==> src/rtl/bfc_pkg.sv <==
package bfc_pkg;

    typedef enum logic [1:0] {
        ST_IDLE = 2'd0,
        ST_RUN  = 2'd1,
        ST_WAIT = 2'd2
    } bfc_state_e;

    localparam int CH_RD = 0;
    localparam int CH_WR = 1;

endpackage

==> src/rtl/bfc_burst_sizer.sv <==
// Sizes the next burst of one direction and decides whether the FIFO side
// has room (read) or data (write) for it.
module bfc_burst_sizer #(
    parameter int LEN_W  = 16,
    parameter int LVL_W  = 6,
    parameter int BURST  = 4,
    parameter int BLEN_W = $clog2(BURST + 1)
) (
    input  logic [LEN_W-1:0]  left_i,
    input  logic [LVL_W-1:0]  room_i,
    output logic [BLEN_W-1:0] len_o,
    output logic              elig_o
);

    logic [LEN_W-1:0] len_ext;

    always_comb begin
        if (left_i >= LEN_W'(BURST)) begin
            len_o = BLEN_W'(BURST);
        end else begin
            len_o = left_i[BLEN_W-1:0];
        end
        len_ext = LEN_W'(len_o);
        elig_o  = (left_i != '0) && (LEN_W'(room_i) >= len_ext);
    end

endmodule

==> src/rtl/bfc_stream_ptr.sv <==
// Address and remaining-word tracker for one transfer direction.
module bfc_stream_ptr #(
    parameter int ADDR_W     = 32,
    parameter int LEN_W      = 16,
    parameter int BLEN_W     = 3,
    parameter int WORD_BYTES = 8
) (
    input  logic              clk,
    input  logic              rst_n,
    input  logic              load_i,
    input  logic [ADDR_W-1:0] base_i,
    input  logic [LEN_W-1:0]  total_i,
    input  logic              adv_i,
    input  logic [BLEN_W-1:0] step_i,
    output logic [ADDR_W-1:0] addr_o,
    output logic [LEN_W-1:0]  left_o
);

    typedef struct packed {
        logic [ADDR_W-1:0] addr;
        logic [LEN_W-1:0]  left;
    } ptr_t;

    ptr_t s_d, s_q;

    always_comb begin
        s_d = s_q;
        if (load_i) begin
            s_d.addr = base_i;
            s_d.left = total_i;
        end else if (adv_i) begin
            s_d.addr = s_q.addr + (ADDR_W'(step_i) * ADDR_W'(WORD_BYTES));
            s_d.left = s_q.left - LEN_W'(step_i);
        end
    end

    always_ff @(posedge clk or negedge rst_n) begin
        if (!rst_n) begin
            s_q <= '0;
        end else begin
            s_q <= s_d;
        end
    end

    assign addr_o = s_q.addr;
    assign left_o = s_q.left;

    AST_NO_UNDERRUN: assert property (@(posedge clk) disable iff (!rst_n)
        adv_i |-> (LEN_W'(step_i) <= s_q.left));

endmodule

==> src/rtl/bfc_arbiter.sv <==
// Picks one candidate burst; a write candidate wins over a read candidate.
module bfc_arbiter #(
    parameter int ADDR_W = 32,
    parameter int BLEN_W = 3
) (
    input  logic              rd_elig_i,
    input  logic [BLEN_W-1:0] rd_len_i,
    input  logic [ADDR_W-1:0] rd_addr_i,
    input  logic              wr_elig_i,
    input  logic [BLEN_W-1:0] wr_len_i,
    input  logic [ADDR_W-1:0] wr_addr_i,
    output logic              pick_valid_o,
    output logic              pick_write_o,
    output logic [BLEN_W-1:0] pick_len_o,
    output logic [ADDR_W-1:0] pick_addr_o
);

    always_comb begin
        pick_valid_o = wr_elig_i || rd_elig_i;
        pick_write_o = wr_elig_i;
        if (wr_elig_i) begin
            pick_len_o  = wr_len_i;
            pick_addr_o = wr_addr_i;
        end else begin
            pick_len_o  = rd_len_i;
            pick_addr_o = rd_addr_i;
        end
    end

endmodule

==> src/rtl/burst_flow_ctrl.sv <==
module burst_flow_ctrl #(
    parameter int ADDR_W     = 32,
    parameter int LEN_W      = 16,
    parameter int LVL_W      = 6,
    parameter int BURST      = 4,
    parameter int WORD_BYTES = 8,
    localparam int BLEN_W    = $clog2(BURST + 1)
) (
    input  logic              clk,
    input  logic              rst_n,
    input  logic              start,
    input  logic [ADDR_W-1:0] src_addr,
    input  logic [ADDR_W-1:0] dst_addr,
    input  logic [LEN_W-1:0]  length,
    input  logic [LVL_W-1:0]  in_free,
    input  logic [LVL_W-1:0]  out_level,
    input  logic              req_ack,
    output logic              req_valid,
    output logic              req_write,
    output logic [ADDR_W-1:0] req_addr,
    output logic [BLEN_W-1:0] req_len,
    output logic              busy,
    output logic              done
);

    import bfc_pkg::*;

    typedef struct packed {
        bfc_state_e        st;
        logic              done;
        logic              valid;
        logic              write;
        logic [ADDR_W-1:0] addr;
        logic [BLEN_W-1:0] len;
    } ctl_t;

    ctl_t s_d, s_q;

    logic [ADDR_W-1:0] ch_addr [2];
    logic [LEN_W-1:0]  ch_left [2];
    logic [BLEN_W-1:0] ch_len  [2];
    logic [1:0]        ch_elig;
    logic [1:0]        ch_adv;
    logic              ch_load;

    logic              pick_valid;
    logic              pick_write;
    logic [BLEN_W-1:0] pick_len;
    logic [ADDR_W-1:0] pick_addr;

    for (genvar c = 0; c < 2; c++) begin : g_chan
        bfc_stream_ptr #(
            .ADDR_W    (ADDR_W),
            .LEN_W     (LEN_W),
            .BLEN_W    (BLEN_W),
            .WORD_BYTES(WORD_BYTES)
        ) u_ptr (
            .clk    (clk),
            .rst_n  (rst_n),
            .load_i (ch_load),
            .base_i ((c == CH_RD) ? src_addr : dst_addr),
            .total_i(length),
            .adv_i  (ch_adv[c]),
            .step_i (s_q.len),
            .addr_o (ch_addr[c]),
            .left_o (ch_left[c])
        );

        bfc_burst_sizer #(
            .LEN_W (LEN_W),
            .LVL_W (LVL_W),
            .BURST (BURST),
            .BLEN_W(BLEN_W)
        ) u_size (
            .left_i(ch_left[c]),
            .room_i((c == CH_RD) ? in_free : out_level),
            .len_o (ch_len[c]),
            .elig_o(ch_elig[c])
        );
    end

    bfc_arbiter #(
        .ADDR_W(ADDR_W),
        .BLEN_W(BLEN_W)
    ) u_arb (
        .rd_elig_i   (ch_elig[CH_RD]),
        .rd_len_i    (ch_len[CH_RD]),
        .rd_addr_i   (ch_addr[CH_RD]),
        .wr_elig_i   (ch_elig[CH_WR]),
        .wr_len_i    (ch_len[CH_WR]),
        .wr_addr_i   (ch_addr[CH_WR]),
        .pick_valid_o(pick_valid),
        .pick_write_o(pick_write),
        .pick_len_o  (pick_len),
        .pick_addr_o (pick_addr)
    );

    always_comb begin
        s_d     = s_q;
        ch_load = 1'b0;
        ch_adv  = 2'b00;
        unique case (s_q.st)
            ST_IDLE: begin
                if (start) begin
                    s_d.st   = ST_RUN;
                    s_d.done = 1'b0;
                    ch_load  = 1'b1;
                end
            end
            ST_RUN: begin
                if (ch_left[CH_RD] == '0 && ch_left[CH_WR] == '0) begin
                    s_d.st   = ST_IDLE;
                    s_d.done = 1'b1;
                end else if (pick_valid) begin
                    s_d.st    = ST_WAIT;
                    s_d.valid = 1'b1;
                    s_d.write = pick_write;
                    s_d.addr  = pick_addr;
                    s_d.len   = pick_len;
                end
            end
            ST_WAIT: begin
                if (req_ack) begin
                    s_d.st    = ST_RUN;
                    s_d.valid = 1'b0;
                    if (s_q.write) begin
                        ch_adv[CH_WR] = 1'b1;
                    end else begin
                        ch_adv[CH_RD] = 1'b1;
                    end
                end
            end
            default: begin
                s_d.st    = ST_IDLE;
                s_d.valid = 1'b0;
            end
        endcase
    end

    always_ff @(posedge clk or negedge rst_n) begin
        if (!rst_n) begin
            s_q <= '{st: ST_IDLE, done: 1'b0, valid: 1'b0, write: 1'b0,
                     addr: '0, len: '0};
        end else begin
            s_q <= s_d;
        end
    end

    assign req_valid = s_q.valid;
    assign req_write = s_q.write;
    assign req_addr  = s_q.addr;
    assign req_len   = s_q.len;
    assign busy      = (s_q.st != ST_IDLE);
    assign done      = s_q.done;

    AST_REQ_HOLD: assert property (@(posedge clk) disable iff (!rst_n)
        (req_valid && !req_ack) |=> (req_valid && $stable(req_addr)
                                     && $stable(req_len) && $stable(req_write)));
    AST_REQ_DROP: assert property (@(posedge clk) disable iff (!rst_n)
        (req_valid && req_ack) |=> !req_valid);
    AST_LEN_RANGE: assert property (@(posedge clk) disable iff (!rst_n)
        req_valid |-> (req_len != '0 && req_len <= BLEN_W'(BURST)));
    AST_RD_ROOM: assert property (@(posedge clk) disable iff (!rst_n)
        ($rose(req_valid) && !req_write) |-> ($past(in_free) >= LVL_W'(req_len)));
    AST_WR_DATA: assert property (@(posedge clk) disable iff (!rst_n)
        ($rose(req_valid) && req_write) |-> ($past(out_level) >= LVL_W'(req_len)));
    AST_WR_FIRST: assert property (@(posedge clk) disable iff (!rst_n)
        ($rose(req_valid) && $past(ch_elig[CH_WR])) |-> req_write);
    AST_DONE_QUIET: assert property (@(posedge clk) disable iff (!rst_n)
        done |-> (!busy && !req_valid));
    AST_DONE_ALL: assert property (@(posedge clk) disable iff (!rst_n)
        $rose(done) |-> (ch_left[CH_RD] == '0 && ch_left[CH_WR] == '0));

endmodule

==> config.mk <==
export PLATFORM = sky130hd
export DESIGN_NAME = burst_flow_ctrl
export DESIGN_NICKNAME = d
export VERILOG_FILES = /design/src/rtl/bfc_pkg.sv /design/src/rtl/bfc_burst_sizer.sv /design/src/rtl/bfc_stream_ptr.sv /design/src/rtl/bfc_arbiter.sv /design/src/rtl/burst_flow_ctrl.sv
export SDC_FILE = /design/constraint.sdc
export NUM_CORES = 1
export LEC_CHECK = 0
export ABC_CLOCK_PERIOD_IN_PS = 5620
export BUFFER_PORTS_ARGS = -buffer_cell sky130_fd_sc_hd__buf_2
export CAP_MARGIN = 20
export CELL_PAD_IN_SITES_DETAIL_PLACEMENT = 0
export CELL_PAD_IN_SITES_GLOBAL_PLACEMENT = 2
export CORE_UTILIZATION = 39
export DETAILED_ROUTE_END_ITERATION = 8
export GPL_ROUTABILITY_DRIVEN = 0
export PLACE_DENSITY_LB_ADDON = 0.1
export SLEW_MARGIN = 25
export SYNTH_ARGS = -nofsm -noshare
export SYNTH_HDL_FRONTEND = slang
export SYNTH_HIERARCHICAL = 1
export SYNTH_SLANG_ARGS = --single-unit
==> constraint.sdc <==
create_clock -name clk -period 5.62 [get_ports clk]
set_input_delay 1.124 -clock clk [delete_from_list [all_inputs] [get_ports clk]]
set_output_delay 1.124 -clock clk [all_outputs]
set_load 0.02 [all_outputs]
=== Yosys cells after proc, flatten, opt, wreduce, memory -nomap -nowiden ===
Index checks and enable logic that the tools add are counted.

* Register bits after elaboration: 136
* Output and inout port bits: 39
* Logic and storage cells: 70

* Add/subtract/negate cells: 4
* Order comparisons: 4
* Eq/ne operators: 8
* Mux-type cells: 25
* Bitwise gates (word level): 2
* Reduce and logical (&&, ||, !) cells: 17

{| class="wikitable"
|+ Operators with widths
! cell !! number
|-
| $mux 48 || 4
|-
| $mux 37 || 2
|-
| $add 32x6->32 || 2
|-
| $ge 16x3->1 const B || 2
|-
| $logic_not 16->1 || 2
|-
| $mux 32 || 1
|-
| $reduce_bool 16->1 || 2
|-
| $sub 16x3->16 || 2
|-
| $ge 6x3->1 || 2
|-
| $mux 3 || 4
|-
| $mux 2 || 5
|-
| $ne 2x2->1 const B || 5
|-
| $reduce_and 3->1 || 3
|-
| $reduce_bool 2->1 || 4
|-
| $mux 1 || 6
|-
| $pmux 2 s3 || 1
|-
| $reduce_and 4->1 || 1
|-
| $logic_and 1x1->1 || 3
|-
| $ne 3x3->1 const B || 1
|-
| $pmux 1 s3 || 1
|-
| $eq 2x1->1 const B || 1
|-
| $eq 2x2->1 const B || 1
|-
| $logic_not 2->1 || 1
|-
| $not 1->1 || 2
|-
| 2 further kinds || 2
|}

=== Longest topological paths before layout ===
Gate-level depths: netlist (run 1).

* Depth in word-level cells: 8
* Mapped depth: 15
* Mapped depth without buffers: 10

=== Hierarchy ===
Netlist (run 1), hierarchy kept.

{| class="wikitable"
|+ By module, submodules not included
! module !! instances !! cells an instance !! area an instance (um^2)
|-
| bfc_stream_ptr (g_chan[1].u_ptr) || 1 || 336 || 3007.9
|-
| bfc_stream_ptr (g_chan[0].u_ptr) || 1 || 330 || 2965.3
|-
| burst_flow_ctrl || 1 || 144 || 1971.9
|-
| bfc_arbiter || 1 || 41 || 588.1
|-
| bfc_burst_sizer || 2 || 20 || 133.9
|}

=== Least setup slack after synthesis (run 1) ===
OpenSTA, ideal clock, no wires.

* Path type: input to register
* Start: input port out_level[2]
* End: register s_q, in the netlist req_addr[19]
* Arrival time: 3.051 ns
* Required time: 5.495 ns
* Setup slack: 2.444 ns
* Cell stages on the path: 10
* Buffers on the path: 4
* Cell sequence: ha_1 or4_1 a2bb2oi_1 buf_6 buf_12 or2_1 o211ai_2 buf_6 buf_12 mux2_4

* Longest elaborated chain between the ends: 4

{| class="wikitable"
|+ RTL lines
! what !! RTL line !! RTL
|-
| start: declaration || burst_flow_ctrl.sv:16 || <nowiki>input logic [LVL_W-1:0] out_level,</nowiki>
|-
| $ge 6x3->1 || bfc_burst_sizer.sv:24 || <nowiki>elig_o = (left_i != '0) && (LEN_W'(room_i) >= len_ext);</nowiki>
|-
| $logic_and 1x1->1 || bfc_burst_sizer.sv:24 ||
|-
| named net ch_elig[1] || burst_flow_ctrl.sv:42 || <nowiki>logic [1:0] ch_elig;</nowiki>
|-
| $logic_or 1x1->1 || bfc_arbiter.sv:19 || <nowiki>pick_valid_o = wr_elig_i || rd_elig_i;</nowiki>
|-
| named net pick_valid || burst_flow_ctrl.sv:46 || <nowiki>logic pick_valid;</nowiki>
|-
| $reduce_and 3->1 (no line) || n/a ||
|-
| end signal: assignment || burst_flow_ctrl.sv:142 || <nowiki>s_q <= '{st: ST_IDLE, done: 1'b0, valid: 1'b0, write: 1'b0,</nowiki>
|-
| end: declaration || burst_flow_ctrl.sv:37 || <nowiki>ctl_t s_d, s_q;</nowiki>
|}

The timed path passes the listed nets, and every way through them passes these cells.
A chain may end at the register's enable or synchronous reset.

=== Final worst setup path (run 1) ===
* Start: register g_chan[1].u_ptr.s_q, in the netlist g_chan[1].u_ptr/left_o[15]
* End: register s_q, in the netlist req_write

* Longest elaborated chain between the ends: 6

{| class="wikitable"
|+ RTL lines
! what !! RTL line !! RTL
|-
| start: declaration || bfc_stream_ptr.sv:24 || <nowiki>ptr_t s_d, s_q;</nowiki>
|-
| start signal: assignment || bfc_stream_ptr.sv:39 || <nowiki>s_q <= '0;</nowiki>
|-
| start signal: assignment || bfc_stream_ptr.sv:41 || <nowiki>s_q <= s_d;</nowiki>
|-
| $ge 16x3->1 || bfc_burst_sizer.sv:18 || <nowiki>if (left_i >= LEN_W'(BURST)) begin</nowiki>
|-
| $mux 3 || bfc_burst_sizer.sv:18 ||
|-
| $ge 6x3->1 || bfc_burst_sizer.sv:24 ||
|-
| $logic_and 1x1->1 * || bfc_burst_sizer.sv:24 ||
|-
| named net ch_elig[1] || burst_flow_ctrl.sv:42 ||
|-
| $logic_or 1x1->1 * || bfc_arbiter.sv:19 ||
|-
| named net pick_valid || burst_flow_ctrl.sv:46 ||
|-
| $reduce_and 3->1 (no line) * || n/a ||
|}

The timed path passes the listed nets; every way through them passes the cells marked *.

==> results.yml, run 1 <==
place:
  port_buffers: 134
  dp_hpwl_mm: 18.0
floorplan:
  die_w_um: 152
  ios: 135
  core_um2: 22000
  design.die.area_um2: 23200
  rows: 54
  start_util_pct: 40.1
  die_y_um: 152
global_routing:
  gr-total-overflow: 0
  antenna_found_initial: 0
  grt_pass1_vias: 7296
  grt_pass1_wl_mm: 39.7
  grt_max_degree: 90
  grt.total_usage_pct: 21.7
detailed_routing:
  via_per_inst: 5.78
  drt-initial-drc-count: 398
  wire_per_inst_um: 19.7
  routed_wl_mm: 25.0
  dr.pass1.iters: 7
  drtAntennaViolNets: 0
  vias: 7325
  drc: 9
synthesis:
  synthTopCellsByArea: "dfrtp_1 39%, mux2_4 8.0%, mux2_2 4.4%"
  netlist_top_cells_count: "136 x dfrtp_1, 68 x nand2_1, 57 x nor2_1, 55 x o21ai_0, 47 x mux2_4"
  synth_top_area_share_pct: 38.7
  synth_top_cell_by_area: "dfrtp_1"
  yosysMostFrequentCell: "dfrtp_1"
  ys_warn_count: 6
  ys_types: 68
  synthCells: 891
  ys_ff_latch: 136
  yosys.area_share.simple_pct: 20.5
  seq_area_frac_synth_pct: 38.7
  synth_xor_area_share_pct: 2.69
  synth-compound-area-share_pct: 13.6
  dominantRegCellSynth: "dfrtp_1"
  postSynth.asyncResetShare_pct: 100
  synth_edf_count: 0
  synthAdderAreaFrac_pct: 3.47
  syn-num-nets: 1009
  synth.mux.area_fraction_pct: 13.2
  synth_area_um2: 8800
  synth_top_family_by_area: "simple AND/OR/NAND/NOR gates"
  avgSynthCellArea_um2: 9.88
outcome:
  status: "finished, violations left"
  violations: "DRC"
pwr:
  ir_drop_mv: 0.220
  switching_share_pct: 40.4
  combPwrFrac_pct: 38.4
  p_sw_mw: 2.09
  p_clk_share_pct: 22.6
  static-leakage-power_nw: 4.21
  total_power_mw: 5.18
  seqPwrFrac_pct: 39.0
  internal_power_mw: 3.08
  powerDensity_nw_per_um2: 519
hold_path:
  whs_path_depth: 1
  hp-class: "flop to flop"
critical_path:
  worst_ep_required_time_ns: 5.93
  reg2reg_depth: 11
  cp-start-kind: "flop"
  crit_fanout: 22
  crit_type: "flop to flop"
  end_kind: "flop"
  critPathArrivalTime_ns: 3.98
layout:
  area_growth_pct: 13.4
  ff_latch_area_um2: 3400
  multi_input_area_um2: 4740
  drive_above_1_share_pct: 27.7
  nNetsFinal: 1092
  nFillCells: 2123
  num_antenna_cells: 0
timing:
  period_needed_ns: 3.67
  period_share_pct: 65.4
  max_freq_ghz: 0.272
  worstMarginPinSlew_ns: 0.970
  setup_viol: 0
  grt_setup_unrepaired: "false"
  slew-limit-headroom_pct: 34.6
  maxSlewViolCount: 0
  skew_ns: 0.00732
  hold_viol: 0
  fin_tns_setup_ns: 0
  hold_ws_ns: 0.496
cts:
  cts_resized: 0
  clk_pin_slew_worst_paths_ns: 0.06
  cts-root-buf: "clkbuf_16"
  ctsHoldBuffers: 0
  cts_setup_buffers: 0
  cts_tree: "built"
  htreeDepth: 4
  worstSkewPairLatency_ns: 0.43
  cts_sinks: 136
  cts_buffers: 17
  clockBufferDepth: 2
flow_run:
  drv_cap: 0
==> through the flow <==
stage	util, %	setup WS [ns]	area [µm²]	cells
6_report	45.5	1.95	9980	1267
5_1_grt	45.5	1.71	9980	1267
4_1_cts	45.5	1.92	9980	1267
3_5_place_dp	42.7	1.94	9370	1235
3_3_place_gp	42.7	1.97	9370	1235
2_1_floorplan	-	2.44	8800	891
==> final timing paths <==
kind                                       startpoint                         end  slack, ns
setup / recovery           g_chan[1].u_ptr/left_o[15]                   req_write       1.95
hold / removal                            req_addr[6]                 req_addr[6]       0.50
setup reg to reg           g_chan[1].u_ptr/left_o[15]                   req_write       1.95
hold reg to reg                           req_addr[6]                 req_addr[6]       0.50
max in group asynchronous                       rst_n  g_chan[0].u_ptr/addr_o[11]       3.61
min in group asynchronous                       rst_n                req_addr[10]       0.76
==> state kept, by name, summed over array words and instances, names as in the netlist <==
signal               cells
req_write                1
req_addr                32
s_q                      2
g_chan.u_ptr/left_o     32
req_len                  3
done                     1
req_valid                1
g_chan.u_ptr/addr_o     64
==> layout make-up <==
type / instances / share of cell area [%]
clock buffer: 21 / 4.61
clock inverter: 11 / 1.48
inverter: 33 / 1.24
multi-input combinational: 641 / 47.5
sequential: 136 / 34.1
tap: 280 / 3.51
timing repair buffer: 145 / 7.61
==> metal layers <==
metal / GRT usage [%] / up-vias / wire length, µm
met5: 0 / - / 0
met4: 7.09 / 0 / 448
met3: 3.38 / 29 / 1020
met2: 37.5 / 204 / 12400
met1: 27.7 / 3634 / 11100
li1: - / 3458 / -
==> logic make-up (layout without fill, tap and decap cells) <==
group                    Yosys count  count (layout)
AO/OA/AOI/OAI                    180             180
flip-flops                       136             136
multiplexers                      88              88
adder cells (fa/ha/maj)           22              22
buffers and inverters            114             210
AND/OR/NAND/NOR                  324             324
XOR/XNOR                          27              27
==> critical path, stage by stage, from the launching register on <==
cell       delay, ns
dfrtp_1         0.42
nor4_1          0.34
and4_1          0.43
nand2_1         0.11
ha_1            0.28
o21ai_0         0.19
a21oi_1         0.10
a2bb2oi_4       0.18
or2_1           0.28
o211ai_4        0.36
buf_4           0.48
mux2_2          0.38
==> cell usage in the layout (no fill, tap or decap), types with 28 or more instances in the layout <==
cell type	n
mux2_2	34
dfrtp_1	136
mux2_4	47
a31oi_1	35
inv_1	32
or4_1	29
nand2_1	68
o21ai_0	55
nor2_1	56
nand3_1	39
nand4_1	28
buf_2	133
==> power by group through the flow <==
| stage | registers [mW] | logic [mW] | clock network, mW |
|---|---|---|---|
| 6_report | 2.02 | 1.99 | 1.17 |
| 5_1_grt | 2.10 | 2.19 | 1.23 |
| 4_1_cts | 2.02 | 2.01 | 1.19 |
| 3_5_place_dp | 2.03 | 2.00 | 0 |
| 3_3_place_gp | 2.00 | 1.95 | 0 |
| 2_1_floorplan | 1.83 | 1.71 | 0 |
Power figures use the tool's default switching activity.
==> inputs of run 2 (changes only) <==
--- a/config.mk
+++ b/config.mk
@@ -5,12 +5,13 @@
 export SDC_FILE = /design/constraint.sdc
 export NUM_CORES = 1
 export LEC_CHECK = 0
-export ABC_CLOCK_PERIOD_IN_PS = 5620
+export ABC_AREA = 1
+export ABC_CLOCK_PERIOD_IN_PS = 3800
 export BUFFER_PORTS_ARGS = -buffer_cell sky130_fd_sc_hd__buf_2
 export CAP_MARGIN = 20
 export CELL_PAD_IN_SITES_DETAIL_PLACEMENT = 0
 export CELL_PAD_IN_SITES_GLOBAL_PLACEMENT = 2
-export CORE_UTILIZATION = 39
+export CORE_UTILIZATION = 32
 export DETAILED_ROUTE_END_ITERATION = 8
 export GPL_ROUTABILITY_DRIVEN = 0
 export PLACE_DENSITY_LB_ADDON = 0.1
==> constraint.sdc (replaced) <==
create_clock -name clk -period 3.8 [get_ports clk]
set_input_delay 0.76 -clock clk [delete_from_list [all_inputs] [get_ports clk]]
set_output_delay 0.76 -clock clk [all_outputs]
set_load 0.02 [all_outputs]
==> results.yml, run 2 <==
synthesis:
  synthAdderAreaFrac_pct: 3.14
  synthCells: 1429
  ys_types: 37
  ys_warn_count: 6
  seq_area_frac_synth_pct: 35.0
  avgSynthCellArea_um2: 6.80
  synthTopCellsByArea: "dfrtp_1 35%, nand2_1 22%, nand3_1 6.7%"
  ys_ff_latch: 136
  yosys.area_share.simple_pct: 42.3
  syn-num-nets: 1547
  synth_xor_area_share_pct: 1.08
  synth_top_family_by_area: "simple AND/OR/NAND/NOR gates"
  synth_area_um2: 9710
  dominantRegCellSynth: "dfrtp_1"
  synth-compound-area-share_pct: 8.13
  synth_top_area_share_pct: 35.0
  synth_edf_count: 0
  synth_top_cell_by_area: "dfrtp_1"
  synth.mux.area_fraction_pct: 0
  yosysMostFrequentCell: "nand2_1"
  netlist_top_cells_count: "569 x nand2_1, 147 x nor2_1, 136 x dfrtp_1, 130 x nand3_1, 105 x inv_1"
  postSynth.asyncResetShare_pct: 100
layout:
  area_growth_pct: 13.6
  final_common_cell: "nand2_1"
  nFillCells: 3293
  largest_reg_flops: 64
  final_cell_mix: "569 x nand2_1, 144 x nor2_1, 136 x dfrtp_1, 133 x buf_2, 130 x nand3_1"
  nNetsFinal: 1633
  num_antenna_cells: 0
  ff_latch_area_um2: 3400
  multi_input_area_um2: 5320
  drive_above_1_share_pct: 16.9
critical_path:
  r2r_slack_ns: 0.66
  worst_ep_required_time_ns: 4.11
  crit_type: "flop to flop"
  cp-start-kind: "flop"
  rr_endpoint: "req_addr[23]"
  end_kind: "flop"
  crit_fanout: 38
  r2r-start: "g_chan[1].u_ptr/left_o[10]"
  critPathArrivalTime_ns: 3.45
  crit_end: "req_addr[23]"
  crit_path_start: "g_chan[1].u_ptr/left_o[10]"
  reg2reg_depth: 20
timing:
  fin_ws_ns: 0.657
  max_freq_ghz: 0.318
  period_share_pct: 82.7
  worstMarginPinSlew_ns: 0.732
  setup_viol: 0
  grt_setup_unrepaired: "false"
  hold_viol: 0
  maxSlewViolCount: 0
  skew_ns: 0.0112
  slew-limit-headroom_pct: 51.2
  period_needed_ns: 3.14
  fin_tns_setup_ns: 0
floorplan:
  start_util_pct: 32.7
  design.die.area_um2: 31000
  die_y_um: 176
  die_w_um: 176
  core_um2: 29700
  ios: 135
  rows: 63
cts:
  worstSkewPairLatency_ns: 0.43
  cts_buffers: 17
  ctsHoldBuffers: 0
  clockBufferDepth: 2
  cts_resized: 0
  cts_setup_buffers: 0
  cts-root-buf: "clkbuf_16"
  htreeDepth: 4
  cts_tree: "built"
  clk_pin_slew_worst_paths_ns: 0.06
  cts_sinks: 136
detailed_routing:
  vias: 9282
  drt-initial-drc-count: 660
  via_per_inst: 4.84
  drtAntennaViolNets: 0
  drc: 0
  wire_per_inst_um: 17.4
  routed_wl_mm: 33.4
  dr.pass1.iters: 5
hold_path:
  hp-class: "primary input to async pin"
place:
  pre_cts_slack_ns: 0.637
  dp_hpwl_mm: 25.2
  port_buffers: 134
outcome:
  status: "finished, final reports clean"
flow_run:
  drv_cap: 0
pwr:
  ir_drop_mv: 0.320
  powerDensity_nw_per_um2: 773
  static-leakage-power_nw: 5.59
global_routing:
  grt_pass1_wl_mm: 52.4
  grt.total_usage_pct: 22.3
  grt_pass1_vias: 8914
  antenna_found_initial: 0
  grt_max_degree: 66
  gr-total-overflow: 0
-- run 2: critical path, cell delays in order, from the launching register on --
cell and delay (ns):
dfrtp_1 0.44, nor2_1 0.12, nand2_1 0.10, nor2_4 0.14
nand3_2 0.14, nor2_2 0.15, ha_1 0.13, inv_1 0.04
nand2_1 0.04, nand2_1 0.04, nand2_1 0.05, nand2_1 0.04
nand2_1 0.05, nand2_1 0.07, inv_1 0.09, or2_2 0.13
inv_1 0.08, nor2_8 0.48, nand2_4 0.42, nand2_1 0.16
nand2_1 0.06
-- run 2: how the worst min path moves through the flow --
stage,start,to,slack [ns]
after CTS,rst_n,done,0.37
final,rst_n,done,0.31
after global routing,rst_n,s_q[38],0.36
after detailed placement,g_chan[1].u_ptr/addr_o[2],g_chan[1].u_ptr/addr_o[2],0.46
after floorplan,g_chan[0].u_ptr/addr_o[0],g_chan[0].u_ptr/addr_o[0],0.44
after global placement,req_addr[21],req_addr[21],0.46
-- run 2: layer usage --
layer  vias up  routed length (µm)  GRT usage, %
li1       4716                   -             -
met1      4368               17500          33.9
met2       186               14400          33.4
met3        12                1280          2.97
met4         0                 204          3.80
met5         -                   0             0
-- run 2: cell type report --
| cell class | instances | share of cell area (%) |
|---|---|---|
| timing repair buffer | 148 | 7.43 |
| multi-input combinational | 1100 | 48.2 |
| clock inverter | 8 | 0.862 |
| sequential | 136 | 30.8 |
| inverter | 112 | 3.88 |
| tap | 390 | 4.42 |
| clock buffer | 24 | 4.37 |
-- run 2: cells by family after synthesis --
family / after synthesis
buffers and inverters: 193
AO/OA/AOI/OAI: 115
XOR/XNOR: 12
AND/OR/NAND/NOR: 951
adder cells (fa/ha/maj): 22
flip-flops: 136
-- run 2: stage by stage --
| stage | cells | hold slack [ns] | utilization [%] | power, mW | instance area, µm² |
|---|---|---|---|---|---|
| 5_1_grt | 1918 | 0.363 | 37.1 | 9.26 | 11000 |
| 6_report | 1918 | 0.309 | 37.1 | 8.53 | 11000 |
| 3_5_place_dp | 1886 | 0.463 | 35.2 | 6.87 | 10500 |
| 4_1_cts | 1918 | 0.372 | 37.1 | 8.60 | 11000 |
| 3_3_place_gp | 1886 | 0.457 | 35.2 | 6.85 | 10500 |
| 2_1_floorplan | 1429 | 0.442 | - | 5.77 | 9710 |
-- run 2: report_power, final --
| group | internal, mW | total [mW] | switching, mW |
|---|---|---|---|
| Combinational | 1.32 | 3.73 | 2.41 |
| Clock | 1.02 | 1.69 | 0.679 |
| Sequential | 2.10 | 3.10 | 1.00 |
| Total | 4.44 | 8.53 | 4.09 |
